--- src/rtl/ser_shift_pkg.sv ---
`timescale 1ns/1ps
package ser_shift_pkg;

  typedef enum logic [2:0] {
    SM_OFF      = 3'd0,
    SM_IN_TMR   = 3'd1,
    SM_IN_SYS   = 3'd2,
    SM_IN_EXT   = 3'd3,
    SM_OUT_LOOP = 3'd4,
    SM_OUT_TMR  = 3'd5,
    SM_OUT_SYS  = 3'd6,
    SM_OUT_EXT  = 3'd7
  } sm_mode_e;

  typedef enum logic [1:0] {
    PG_IDLE  = 2'd0,
    PG_ARMED = 2'd1,
    PG_RUN   = 2'd2
  } pg_state_e;

  // block drives CB1 itself
  function automatic logic is_internal(sm_mode_e m);
    return m inside {SM_IN_TMR, SM_IN_SYS, SM_OUT_LOOP, SM_OUT_TMR, SM_OUT_SYS};
  endfunction

  // pace comes from timer timeouts
  function automatic logic is_timer(sm_mode_e m);
    return m inside {SM_IN_TMR, SM_OUT_LOOP, SM_OUT_TMR};
  endfunction

  // shifts follow edges seen on the CB1 input
  function automatic logic is_external(sm_mode_e m);
    return m inside {SM_OFF, SM_IN_EXT, SM_OUT_EXT};
  endfunction

  // 8-pulse counter active
  function automatic logic is_counted(sm_mode_e m);
    return !(m inside {SM_OFF, SM_OUT_LOOP});
  endfunction

  // byte end halts the pulse generator
  function automatic logic is_stopping(sm_mode_e m);
    return m inside {SM_IN_TMR, SM_IN_SYS, SM_OUT_TMR, SM_OUT_SYS};
  endfunction

endpackage

--- src/rtl/ser_pin_sync.sv ---
`timescale 1ns/1ps
module ser_pin_sync #(
  parameter int STAGES = 2
) (
  input  logic clk,
  input  logic rst_n,
  input  logic pin,
  output logic rise
);

  // chain[0..STAGES-1] synchronise, chain[STAGES] holds the previous value
  logic [STAGES:0] chain;

  always_ff @(posedge clk or negedge rst_n) begin
    if (!rst_n) chain <= '1;
    else        chain <= {chain[STAGES-1:0], pin};
  end

  assign rise = chain[STAGES-1] & ~chain[STAGES];


  rise_single_chk: assert property (@(posedge clk) disable iff (!rst_n)
    rise |=> !rise);

endmodule

--- src/rtl/ser_bit_counter.sv ---
`timescale 1ns/1ps
module ser_bit_counter #(
  parameter int WIDTH = 8
) (
  input  logic clk,
  input  logic rst_n,
  input  logic reload,
  input  logic shift,
  input  logic counting,
  output logic last
);

  localparam int CW = $clog2(WIDTH + 1);
  localparam logic [CW-1:0] FULL = CW'(WIDTH);
  localparam logic [CW-1:0] ONE  = CW'(1);

  logic [CW-1:0] cnt;

  always_ff @(posedge clk or negedge rst_n) begin
    if (!rst_n)                 cnt <= FULL;
    else if (reload)            cnt <= FULL;
    else if (shift && counting) cnt <= (cnt == ONE) ? FULL : cnt - ONE;
  end

  assign last = shift && counting && (cnt == ONE);


  cnt_range_chk: assert property (@(posedge clk) disable iff (!rst_n)
    (cnt != '0) && (cnt <= FULL));


  reload_full_chk: assert property (@(posedge clk) disable iff (!rst_n)
    reload |=> (cnt == FULL));


  wrap_chk: assert property (@(posedge clk) disable iff (!rst_n)
    (last && !reload) |=> (cnt == FULL));

endmodule

--- src/rtl/ser_pulse_gen.sv ---
`timescale 1ns/1ps
module ser_pulse_gen
  import ser_shift_pkg::*;
#(
  parameter int TW = 8
) (
  input  logic          clk,
  input  logic          rst_n,
  input  logic          enable,
  input  logic          timer_paced,
  input  logic          access,
  input  logic          flag_now,
  input  logic          tick,
  input  logic [TW-1:0] n_val,
  input  logic          stop_req,
  output logic          cb1_q,
  output logic          shift_evt
);

  localparam int HW = TW + 1;

  pg_state_e     state;
  logic [HW-1:0] hcnt;
  logic [HW-1:0] reload;

  // half period minus one: N+1 for timer pacing, 0 for system pacing
  assign reload = timer_paced ? (HW'(n_val) + HW'(1)) : '0;

  always_ff @(posedge clk or negedge rst_n) begin
    if (!rst_n) begin
      state <= PG_IDLE;
      hcnt  <= '0;
      cb1_q <= 1'b1;
    end else if (!enable) begin
      state <= PG_IDLE;
      hcnt  <= '0;
      cb1_q <= 1'b1;
    end else if (access) begin
      state <= (timer_paced && !flag_now) ? PG_ARMED : PG_RUN;
      hcnt  <= reload;
      cb1_q <= 1'b1;
    end else begin
      unique case (state)
        PG_ARMED: begin
          if (tick) begin
            state <= PG_RUN;
            hcnt  <= reload;
          end
        end
        PG_RUN: begin
          if (hcnt == '0) begin
            cb1_q <= ~cb1_q;
            hcnt  <= reload;
            if (!cb1_q && stop_req) state <= PG_IDLE;
          end else begin
            hcnt <= hcnt - HW'(1);
          end
        end
        default: ;
      endcase
    end
  end

  assign shift_evt = enable && !access && (state == PG_RUN) &&
                     (hcnt == '0) && !cb1_q;


  idle_high_chk: assert property (@(posedge clk) disable iff (!rst_n)
    (state != PG_RUN) |-> cb1_q);


  armed_wait_chk: assert property (@(posedge clk) disable iff (!rst_n)
    (state == PG_ARMED && enable && !tick && !access) |=>
      (state == PG_ARMED && cb1_q));


  edge_spacing_chk: assert property (@(posedge clk) disable iff (!rst_n)
    (state == PG_RUN && enable && !access && hcnt != '0) |=> $stable(cb1_q));

endmodule

--- src/rtl/ser_data_reg.sv ---
`timescale 1ns/1ps
module ser_data_reg #(
  parameter int WIDTH = 8
) (
  input  logic             clk,
  input  logic             rst_n,
  input  logic             load,
  input  logic [WIDTH-1:0] load_val,
  input  logic             shift,
  input  logic             dir_out,
  input  logic             serial_in,
  output logic [WIDTH-1:0] data,
  output logic             ser_out
);

  always_ff @(posedge clk or negedge rst_n) begin
    if (!rst_n) begin
      data    <= '0;
      ser_out <= 1'b1;
    end else if (load) begin
      data <= load_val;
    end else if (shift) begin
      if (dir_out) begin
        ser_out <= data[WIDTH-1];
        data    <= {data[WIDTH-2:0], data[WIDTH-1]};
      end else begin
        data <= {data[WIDTH-2:0], serial_in};
      end
    end
  end


  out_rotate_chk: assert property (@(posedge clk) disable iff (!rst_n)
    (shift && dir_out && !load) |=>
      (ser_out == $past(data[WIDTH-1]) && data[0] == $past(data[WIDTH-1])));


  in_capture_chk: assert property (@(posedge clk) disable iff (!rst_n)
    (shift && !dir_out && !load) |=> (data[0] == $past(serial_in)));


  out_hold_chk: assert property (@(posedge clk) disable iff (!rst_n)
    !(shift && dir_out) |=> $stable(ser_out));

endmodule

--- src/rtl/ser_shift_unit.sv ---
`timescale 1ns/1ps
module ser_shift_unit
  import ser_shift_pkg::*;
#(
  parameter int WIDTH = 8,
  parameter int TW    = 8,
  parameter int SYNC  = 2
) (
  input  logic             clk,
  input  logic             rst_n,
  input  logic [2:0]       mode,
  input  logic             sr_wr,
  input  logic             sr_rd,
  input  logic [WIDTH-1:0] wdata,
  output logic [WIDTH-1:0] rdata,
  input  logic             tmr_tick,
  input  logic [TW-1:0]    tmr_n,
  input  logic             cb1_in,
  output logic             cb1_out,
  output logic             cb1_oe,
  input  logic             cb2_in,
  output logic             cb2_out,
  output logic             cb2_oe,
  output logic             irq_flag
);

  sm_mode_e m;
  logic access, int_clk, tmr_paced, ext_clk, counted, stopping, dir_out;
  logic ext_rise, gen_evt, shift_evt, last, stop_req, irq_q;

  assign m         = sm_mode_e'(mode);
  assign access    = sr_wr | sr_rd;
  assign int_clk   = is_internal(m);
  assign tmr_paced = is_timer(m);
  assign ext_clk   = is_external(m);
  assign counted   = is_counted(m);
  assign stopping  = is_stopping(m);
  assign dir_out   = mode[2];

  ser_pin_sync #(.STAGES(SYNC)) u_sync (
    .clk  (clk),
    .rst_n(rst_n),
    .pin  (cb1_in),
    .rise (ext_rise)
  );

  assign shift_evt = int_clk ? gen_evt : (ext_clk && ext_rise && !access);

  ser_bit_counter #(.WIDTH(WIDTH)) u_cnt (
    .clk     (clk),
    .rst_n   (rst_n),
    .reload  (access),
    .shift   (shift_evt),
    .counting(counted),
    .last    (last)
  );

  assign stop_req = last && stopping;

  ser_pulse_gen #(.TW(TW)) u_gen (
    .clk        (clk),
    .rst_n      (rst_n),
    .enable     (int_clk),
    .timer_paced(tmr_paced),
    .access     (access),
    .flag_now   (irq_q),
    .tick       (tmr_tick),
    .n_val      (tmr_n),
    .stop_req   (stop_req),
    .cb1_q      (cb1_out),
    .shift_evt  (gen_evt)
  );

  ser_data_reg #(.WIDTH(WIDTH)) u_data (
    .clk      (clk),
    .rst_n    (rst_n),
    .load     (sr_wr),
    .load_val (wdata),
    .shift    (shift_evt),
    .dir_out  (dir_out),
    .serial_in(cb2_in),
    .data     (rdata),
    .ser_out  (cb2_out)
  );

  always_ff @(posedge clk or negedge rst_n) begin
    if (!rst_n)             irq_q <= 1'b0;
    else if (m == SM_OFF)   irq_q <= 1'b0;
    else if (access)        irq_q <= 1'b0;
    else if (last)          irq_q <= 1'b1;
  end

  assign irq_flag = irq_q;
  assign cb1_oe   = int_clk;
  assign cb2_oe   = dir_out;


  off_flag_chk: assert property (@(posedge clk) disable iff (!rst_n)
    (mode == 3'd0) |=> !irq_flag);


  access_clear_chk: assert property (@(posedge clk) disable iff (!rst_n)
    (sr_wr || sr_rd) |=> !irq_flag);


  loop_noflag_chk: assert property (@(posedge clk) disable iff (!rst_n)
    (mode == 3'd4 && !irq_flag) |=> !irq_flag);


  stop_idle_chk: assert property (@(posedge clk) disable iff (!rst_n)
    (stop_req && !access) |=> (cb1_out && irq_flag));

endmodule

--- config.mk ---
export PLATFORM = sky130hd
export DESIGN_NAME = ser_shift_unit
export DESIGN_NICKNAME = d
export VERILOG_FILES = /design/src/rtl/ser_shift_pkg.sv /design/src/rtl/ser_pin_sync.sv /design/src/rtl/ser_bit_counter.sv /design/src/rtl/ser_pulse_gen.sv /design/src/rtl/ser_data_reg.sv /design/src/rtl/ser_shift_unit.sv
export SDC_FILE = /design/constraint.sdc
export NUM_CORES = 1
export LEC_CHECK = 0
export ABC_AREA = 1
export BUFFER_PORTS_ARGS = -buffer_cell sky130_fd_sc_hd__buf_2
export CAP_MARGIN = 15
export CORE_MARGIN = 8
export CORE_UTILIZATION = 45
export DETAILED_ROUTE_END_ITERATION = 10
export PLACE_DENSITY = 0.77
export SLEW_MARGIN = 20
export SYNTH_ARGS = -nofsm -noshare
export SYNTH_HDL_FRONTEND = slang
export SYNTH_HIERARCHICAL = 1
export SYNTH_SLANG_ARGS = --single-unit
export TNS_END_PERCENT = 100
--- constraint.sdc ---
create_clock -name clk -period 6.3 [get_ports clk]
set_input_delay 0.945 -clock clk [delete_from_list [all_inputs] [get_ports clk]]
set_output_delay 0.945 -clock clk [all_outputs]
set_load 0.02 [all_outputs]
# Word-level counts from Yosys, hierarchy flattened
# Cells that the tools add are included.
# W data, S select, Z words.
[totals]
register_bits = 29
input_bits = 26
out_inout_bits = 13
word_cells = 88
[op_classes]
add_sub_neg = 3
n_eq_ne = 16
mux = 27
bitwise = 5
reduce_logical = 29
[op_table]
columns = ["op", "n"]
rows = [
  ["$mux W9", 5],
  ["$pmux W9 S2", 1],
  ["$mux W8", 2],
  ["$eq A3 B3 Y1 const B", 4],
  ["$mux W2", 6],
  ["$mux W4", 3],
  ["$logic_and A1 B1 Y1", 11],
  ["$add A8 B1 Y9 const B", 1],
  ["$logic_not A9 Y1", 1],
  ["$mux W1", 9],
  ["$reduce_bool A3 Y1", 3],
  ["$sub A9 B1 Y9 const B", 1],
  ["$ne A4 B2 Y1 const B", 2],
  ["$eq A3 B2 Y1 const B", 2],
  ["$ne A3 B1 Y1 const B", 2],
  ["$reduce_bool A2 Y1", 3],
  ["$reduce_bool A5 Y1", 1],
  ["$eq A4 B1 Y1 const B", 1],
  ["$logic_not A1 Y1", 4],
  ["$ne A4 B1 Y1 const B", 1],
  ["$ne A4 B3 Y1 const B", 1],
  ["$pmux W2 S2", 1],
  ["$reduce_and A2 Y1", 2],
  ["$reduce_and A4 Y1", 1],
  ["other kinds (10)", 12],
]

# Logic depth before layout (Yosys ltp)
[logic_depth]
ltp_word = 16
mapped_depth = 19
depth_no_buf = 19

# Hierarchy
# Netlist, hierarchy kept.
[modules_own_cells]
columns = ["module", "n_inst", "cells_each", "area_each_um2", "seq_area_each_um2"]
rows = [
  ["ser_pulse_gen", 1, 163, 1051.0, 301.5],
  ["ser_data_reg", 1, 51, 415.4, 226.5],
  ["ser_bit_counter", 1, 34, 255.2, 101.3],
  ["ser_shift_unit", 1, 24, 148.9, 25.0],
  ["ser_pin_sync", 1, 5, 88.8, 78.8],
]

# Least setup slack after synthesis
# OpenSTA, ideal clock, no wires.
[synth_path]
path_kind = "input port to flip-flop"
from = "input port mode[0]"
to = "register u_gen.state[0]"
setup_time_ns = 0.118
t_arrival_ns = 2.761
t_required_ns = 6.182
path_slack_ns = 3.421
stages = 19
path_buffers = 0
path_cell_list = "inv_2 nand2_4 nand2_2 nand2_1 inv_1 nor3_1 nand3_1 nand2_2 nand2_2 nor2_1 inv_1 nor2_1 nand2_1 nand2_1 nor3_1 nor2_1 nand3_2 nand2_1 nand2_1"
[synth_between]
word_cells_on_any_way = 34
classes_between = "eq/ne (11); mux (4); reduce/logical (19)"
[synth_rtl]
columns = ["item", "line", "rtl"]
rows = [
  ["from (decl)", "ser_shift_unit.sv:11", "input logic [2:0] mode,"],
  ["$eq A3 B3 Y1 or $logic_not A3 Y1 (tied branches)", "ser_shift_pkg.sv:38", "return !(m inside {SM_OFF, SM_OUT_LOOP});"],
  ["$reduce_bool A2 Y1 (*)", "ser_shift_pkg.sv:38", ""],
  ["$logic_not A1 Y1 (*)", "ser_shift_pkg.sv:38", ""],
  ["net counted", "ser_shift_unit.sv:28", "logic access, int_clk, tmr_paced, ext_clk, counted, stopping, dir_out;"],
  ["$logic_and A1 B1 Y1 (*) (2 in series)", "ser_bit_counter.sv:25", "assign last = shift && counting && (cnt == ONE);"],
  ["net last", "ser_shift_unit.sv:29", "logic ext_rise, gen_evt, shift_evt, last, stop_req, irq_q;"],
  ["$logic_and A1 B1 Y1 (*)", "ser_shift_unit.sv:58", "assign stop_req = last && stopping;"],
  ["net stop_req", "ser_shift_unit.sv:29", ""],
  ["$logic_and A1 B1 Y1 (*)", "ser_pulse_gen.sv:54", "if (!cb1_q && stop_req) state <= PG_IDLE;"],
  ["$ne A4 B2 Y1 (no line) (*)", "-", ""],
  ["$reduce_and A4 Y1 (no line) (*)", "-", ""],
  ["to (signal assigned)", "ser_pulse_gen.sv:39", "state <= (timer_paced && !flag_now) ? PG_ARMED : PG_RUN;"],
  ["to (decl)", "ser_pulse_gen.sv:22", "pg_state_e state;"],
]
# Mark *: on every way through the listed nets, which the timed path passes. The rest lies on a longest branch.
# A chain may end at the register's enable or synchronous reset.

# Worst setup path after layout
[layout_path]
from = "input port mode[1]"
to = "register u_gen.state[0]"
[layout_between]
elab_chain_len = 13
word_cells_on_any_way = 34
classes_between = "eq/ne (11); mux (4); reduce/logical (19)"
[layout_lines]
columns = ["item", "line", "rtl"]
rows = [
  ["$eq A3 B1 Y1, or another cell as far along", "ser_shift_pkg.sv:23", "return m inside {SM_IN_TMR, SM_IN_SYS, SM_OUT_LOOP, SM_OUT_TMR, SM_OUT_SYS};"],
  ["$reduce_bool A5 Y1 (*)", "ser_shift_pkg.sv:23", ""],
  ["$logic_and A1 B1 Y1 (*) (3 in series)", "ser_pulse_gen.sv:64", "assign shift_evt = enable && !access && (state == PG_RUN) &&"],
  ["$logic_and A1 B1 Y1 (*)", "ser_pulse_gen.sv:65", "(hcnt == '0) && !cb1_q;"],
  ["net gen_evt", "ser_shift_unit.sv:29", ""],
  ["$mux W1 (*)", "ser_shift_unit.sv:47", "assign shift_evt = int_clk ? gen_evt : (ext_clk && ext_rise && !access);"],
  ["net shift_evt", "ser_shift_unit.sv:29", ""],
  ["$logic_and A1 B1 Y1 (*) (2 in series)", "ser_bit_counter.sv:25", ""],
  ["net last", "ser_shift_unit.sv:29", ""],
  ["$logic_and A1 B1 Y1 (*)", "ser_shift_unit.sv:58", ""],
  ["net stop_req", "ser_shift_unit.sv:29", ""],
  ["$logic_and A1 B1 Y1 (*)", "ser_pulse_gen.sv:54", ""],
  ["$ne A4 B2 Y1 (no line) (*)", "-", ""],
  ["$reduce_and A4 Y1 (no line) (*)", "-", ""],
]
# Marked as above.

==> results.txt <==
run status -> completed
top_reg_cell synth -> dfrtp_1
Max Slew Vio Count -> 0
post-synthesis sequential area ratio -> 37.4%
Final Cycle Share -> 44.4%
Starting Density -> 46.0%
synthesized area -> 1960 um2
hold depth -> 0
IO buf count -> 38
setup clock skew after layout -> 4.80 ps
deepest clock path buffer count -> 2
global placement routability congestion -> 0.879
Pre-antenna DRT Iters -> 4
CTS Hold Bufs -> 0
die area -> 6720 um2
total negative slack -> 0 ps
CTS Buf Count -> 5
Slew headroom -> 45.6%
FMAX -> 357 MHz
sum of routed wire segments on met1 -> 2.05 mm
Synth Area in Compound Gates -> 3.58%
Post-synth EDFFs -> 0
largest net degree at the start of global routing -> 30
Max H-tree Level -> 2
total core area -> 4260 um2
WP data arrival -> 2970 ps
first-pass GRT wire length -> 7.60 mm
crit path kind -> primary input to register
Fill cells -> 424
Worst setup SP type -> primary input
Post-Syn Area per Cell -> 7.07 um2
Synth Instances -> 277
CP max FO -> 6
Final Cell Area -> 2280 um2
kind of end point of the critical path -> register
Area growth, synth to finish -> 16.3%
Met3 Wirelength -> 235 um
Routed WL per cell -> 11.8 um
met2 wire len -> 2.06 mm
LEAKAGE -> 1.21 nW
number of I/O pins -> 39
largest family of logic cells by synthesized area -> simple AND/OR/NAND/NOR gates
ANT nets after route -> 0
die width -> 82.0 um
total global-route track usage -> 14.3%
die height -> 82.0 um
number of buffers added for setup after CTS -> 0
CTS tree -> yes
routed wire length -> 4.39 mm
most used cell, CP -> nand2_1
number of global-route vias before repair -> 1,838
RSZ-0062 raised after global routing -> false
via count -> 1,896
GR Overflow Total -> 0
XOR/XNOR share of the synthesized area -> 1.34%
ys async rst share -> 100%
Yosys cell types -> 25
mux cell area share after synthesis -> 0%
layout cells sized above 1 -> 25.4%
DP Wirelength -> 3.47 mm
Syn. warnings -> 6
Worst Max-Slew Pin Slew -> 807 ps
total clock sinks -> 29
post-cts repair resize count -> 0
CP max-delay cell -> nor3_1
Buf/Inv on CP -> 4
Worst-path clk slew -> 60 ps
most common library cell in the layout ignoring fill and taps -> nand2_1
diodes inserted -> 0
Critical Path Max Stage Delay -> 220 ps
final setup vio count -> 0
Stages on worst setup path -> 19
1st-iter DRT viols -> 102
Top Family by Delay on Critical Path -> simple AND/OR/NAND/NOR gates
max_cap viols -> 0
initial antenna violation count -> 0
PwrDens -> 238 nW/um2
Via density -> 5.11
post-synthesis simple-gate area fraction -> 46.7%
Top Layer Used -> met4
# DRC -> 0
nets@finish -> 348
Reg2Reg Depth -> 19
floorplan row count -> 24
Post-DP Area -> 2180 um2
Hold Path Class -> register to register
min cycle time layout -> 2800 ps
root buffer cell -> clkbuf_8
final hold viol count -> 0
CP cell instances -> buf_2 -> inv_2 -> nand2_1 -> nand2_1 -> inv_1 -> nor3_1 -> nand3_1 -> nand2_2 -> nand2_2 -> nor2_1 -> inv_1 -> nor2_1 -> nand2_1 -> nand2_1 -> nor3_1 -> nor2_1 -> nand3_2 -> nand2_1 -> nand2_1
Yosys reg bits -> 29
most frequent cells in the layout -> 89 x nand2_1, 39 x nand3_1, 38 x buf_2
Worst Path Required -> 6470 ps
Post-Syn Nets -> 307
Post-Synth Adder-Cell Area -> 2.55%
maximum VDD drop -> 136 uV
clk_lat worst skew -> 280 ps
stage by stage:
step | setup slack [ps] | power, mW | cells | utilization (%) | hold WS [ps]
after global placement | 3310 | 0.376 | 363 | 51.1 | 348
after detailed placement | 3190 | 0.379 | 363 | 51.1 | 350
final | 3500 | 0.543 | 371 | 53.4 | 358
after global routing | 3230 | 0.581 | 371 | 53.4 | 365
after floorplan | 3420 | 0.341 | 277 | - | 345
after CTS | 3490 | 0.551 | 371 | 53.4 | 361
sequential cells by signal, indices dropped and copies added, names as in the netlist:
signal and count:
u_data/ser_out 1, u_data/data 8, u_gen/cb1_q 1, u_gen/hcnt 9, u_cnt/cnt 4, irq_flag 1, u_gen/state 2, u_sync/chain 3
worst register-to-register path, cell delays in order, from the launching register on:
cell and delay (ps):
dfrtp_1 410, inv_1 110, ha_1 270, nand2_2 110
nor2_4 140, nand4_1 140, nor3_1 190, nand3_1 120
nand2_2 110, nand2_2 90, nor2_1 140, inv_1 50
nor2_1 90, nand2_1 60, nand2_1 60, nor3_1 50
nor2_1 190, nand3_2 100, nand2_1 60, nand2_1 50
path summary, 6_finish.rpt:
path	from	end	slack, ps
setup / recovery	mode[1]	u_gen/state[0]$_DFFE_PN0P_	3500
hold / removal	u_sync/chain[0]$_DFF_PN1_	u_sync/chain[1]$_DFF_PN1_	360
setup reg to reg	u_gen/hcnt[0]$_DFFE_PN0P_	u_gen/state[0]$_DFFE_PN0P_	3670
hold reg to reg	u_sync/chain[0]$_DFF_PN1_	u_sync/chain[1]$_DFF_PN1_	360
max in group asynchronous	rst_n	irq_flag$_DFFE_PN0P_	5190
min in group asynchronous	rst_n	u_data/data[3]$_DFFE_PN0P_	690
synthesized netlist by cell type, types with 3 or more instances:
master   number  area share [%]
nor2_1       20             3.8
inv_2         4            0.77
o21ai_0      10             2.6
nand2_1      89              17
nor2_4        4             2.3
nand2_2       7             2.2
dfstp_2       6             8.0
nor3_1        7             1.8
nand3_1      39              10
ha_1          4             2.6
nand4_1       7             2.2
inv_1        30             5.7
xor2_1        3             1.3
nor2_2        5             1.6
nand3_2       4             2.0
dfrtp_1      23              29
logic make-up after synthesis:
logic type,Yosys count
and+or+nand+nor,189
AOI/OAI and AO/OA,14
buffers and inverters,38
xor gates and xnor gates,3
DFF,29
adders and majority gates,4
per-layer routing:
layer / track usage [%] / vias to the layer above
li1: - / 972
met1: 16.4 / 877
met2: 24.3 / 44
met3: 4.16 / 3
met4: 5.79 / 0
met5: 0 / -
report_power, final:
part	switching, mW	total, mW	internal [mW]
Clock	0.0685	0.167	0.0985
Sequential	0.0175	0.225	0.207
Combinational	0.0993	0.151	0.0521
area by class of cell:
type	count	area [um2]	area share [%]
Multi-Input combinational cell	210	1060	46.6
Sequential cell	29	733	32.2
Timing Repair Buffer	38	190	8.35
Inverter	34	128	5.60
Clock buffer	7	96.3	4.23
Tap cell	52	65.1	2.86
Clock inverter	1	5.00	0.220
(Power assumes the default switching activity.)
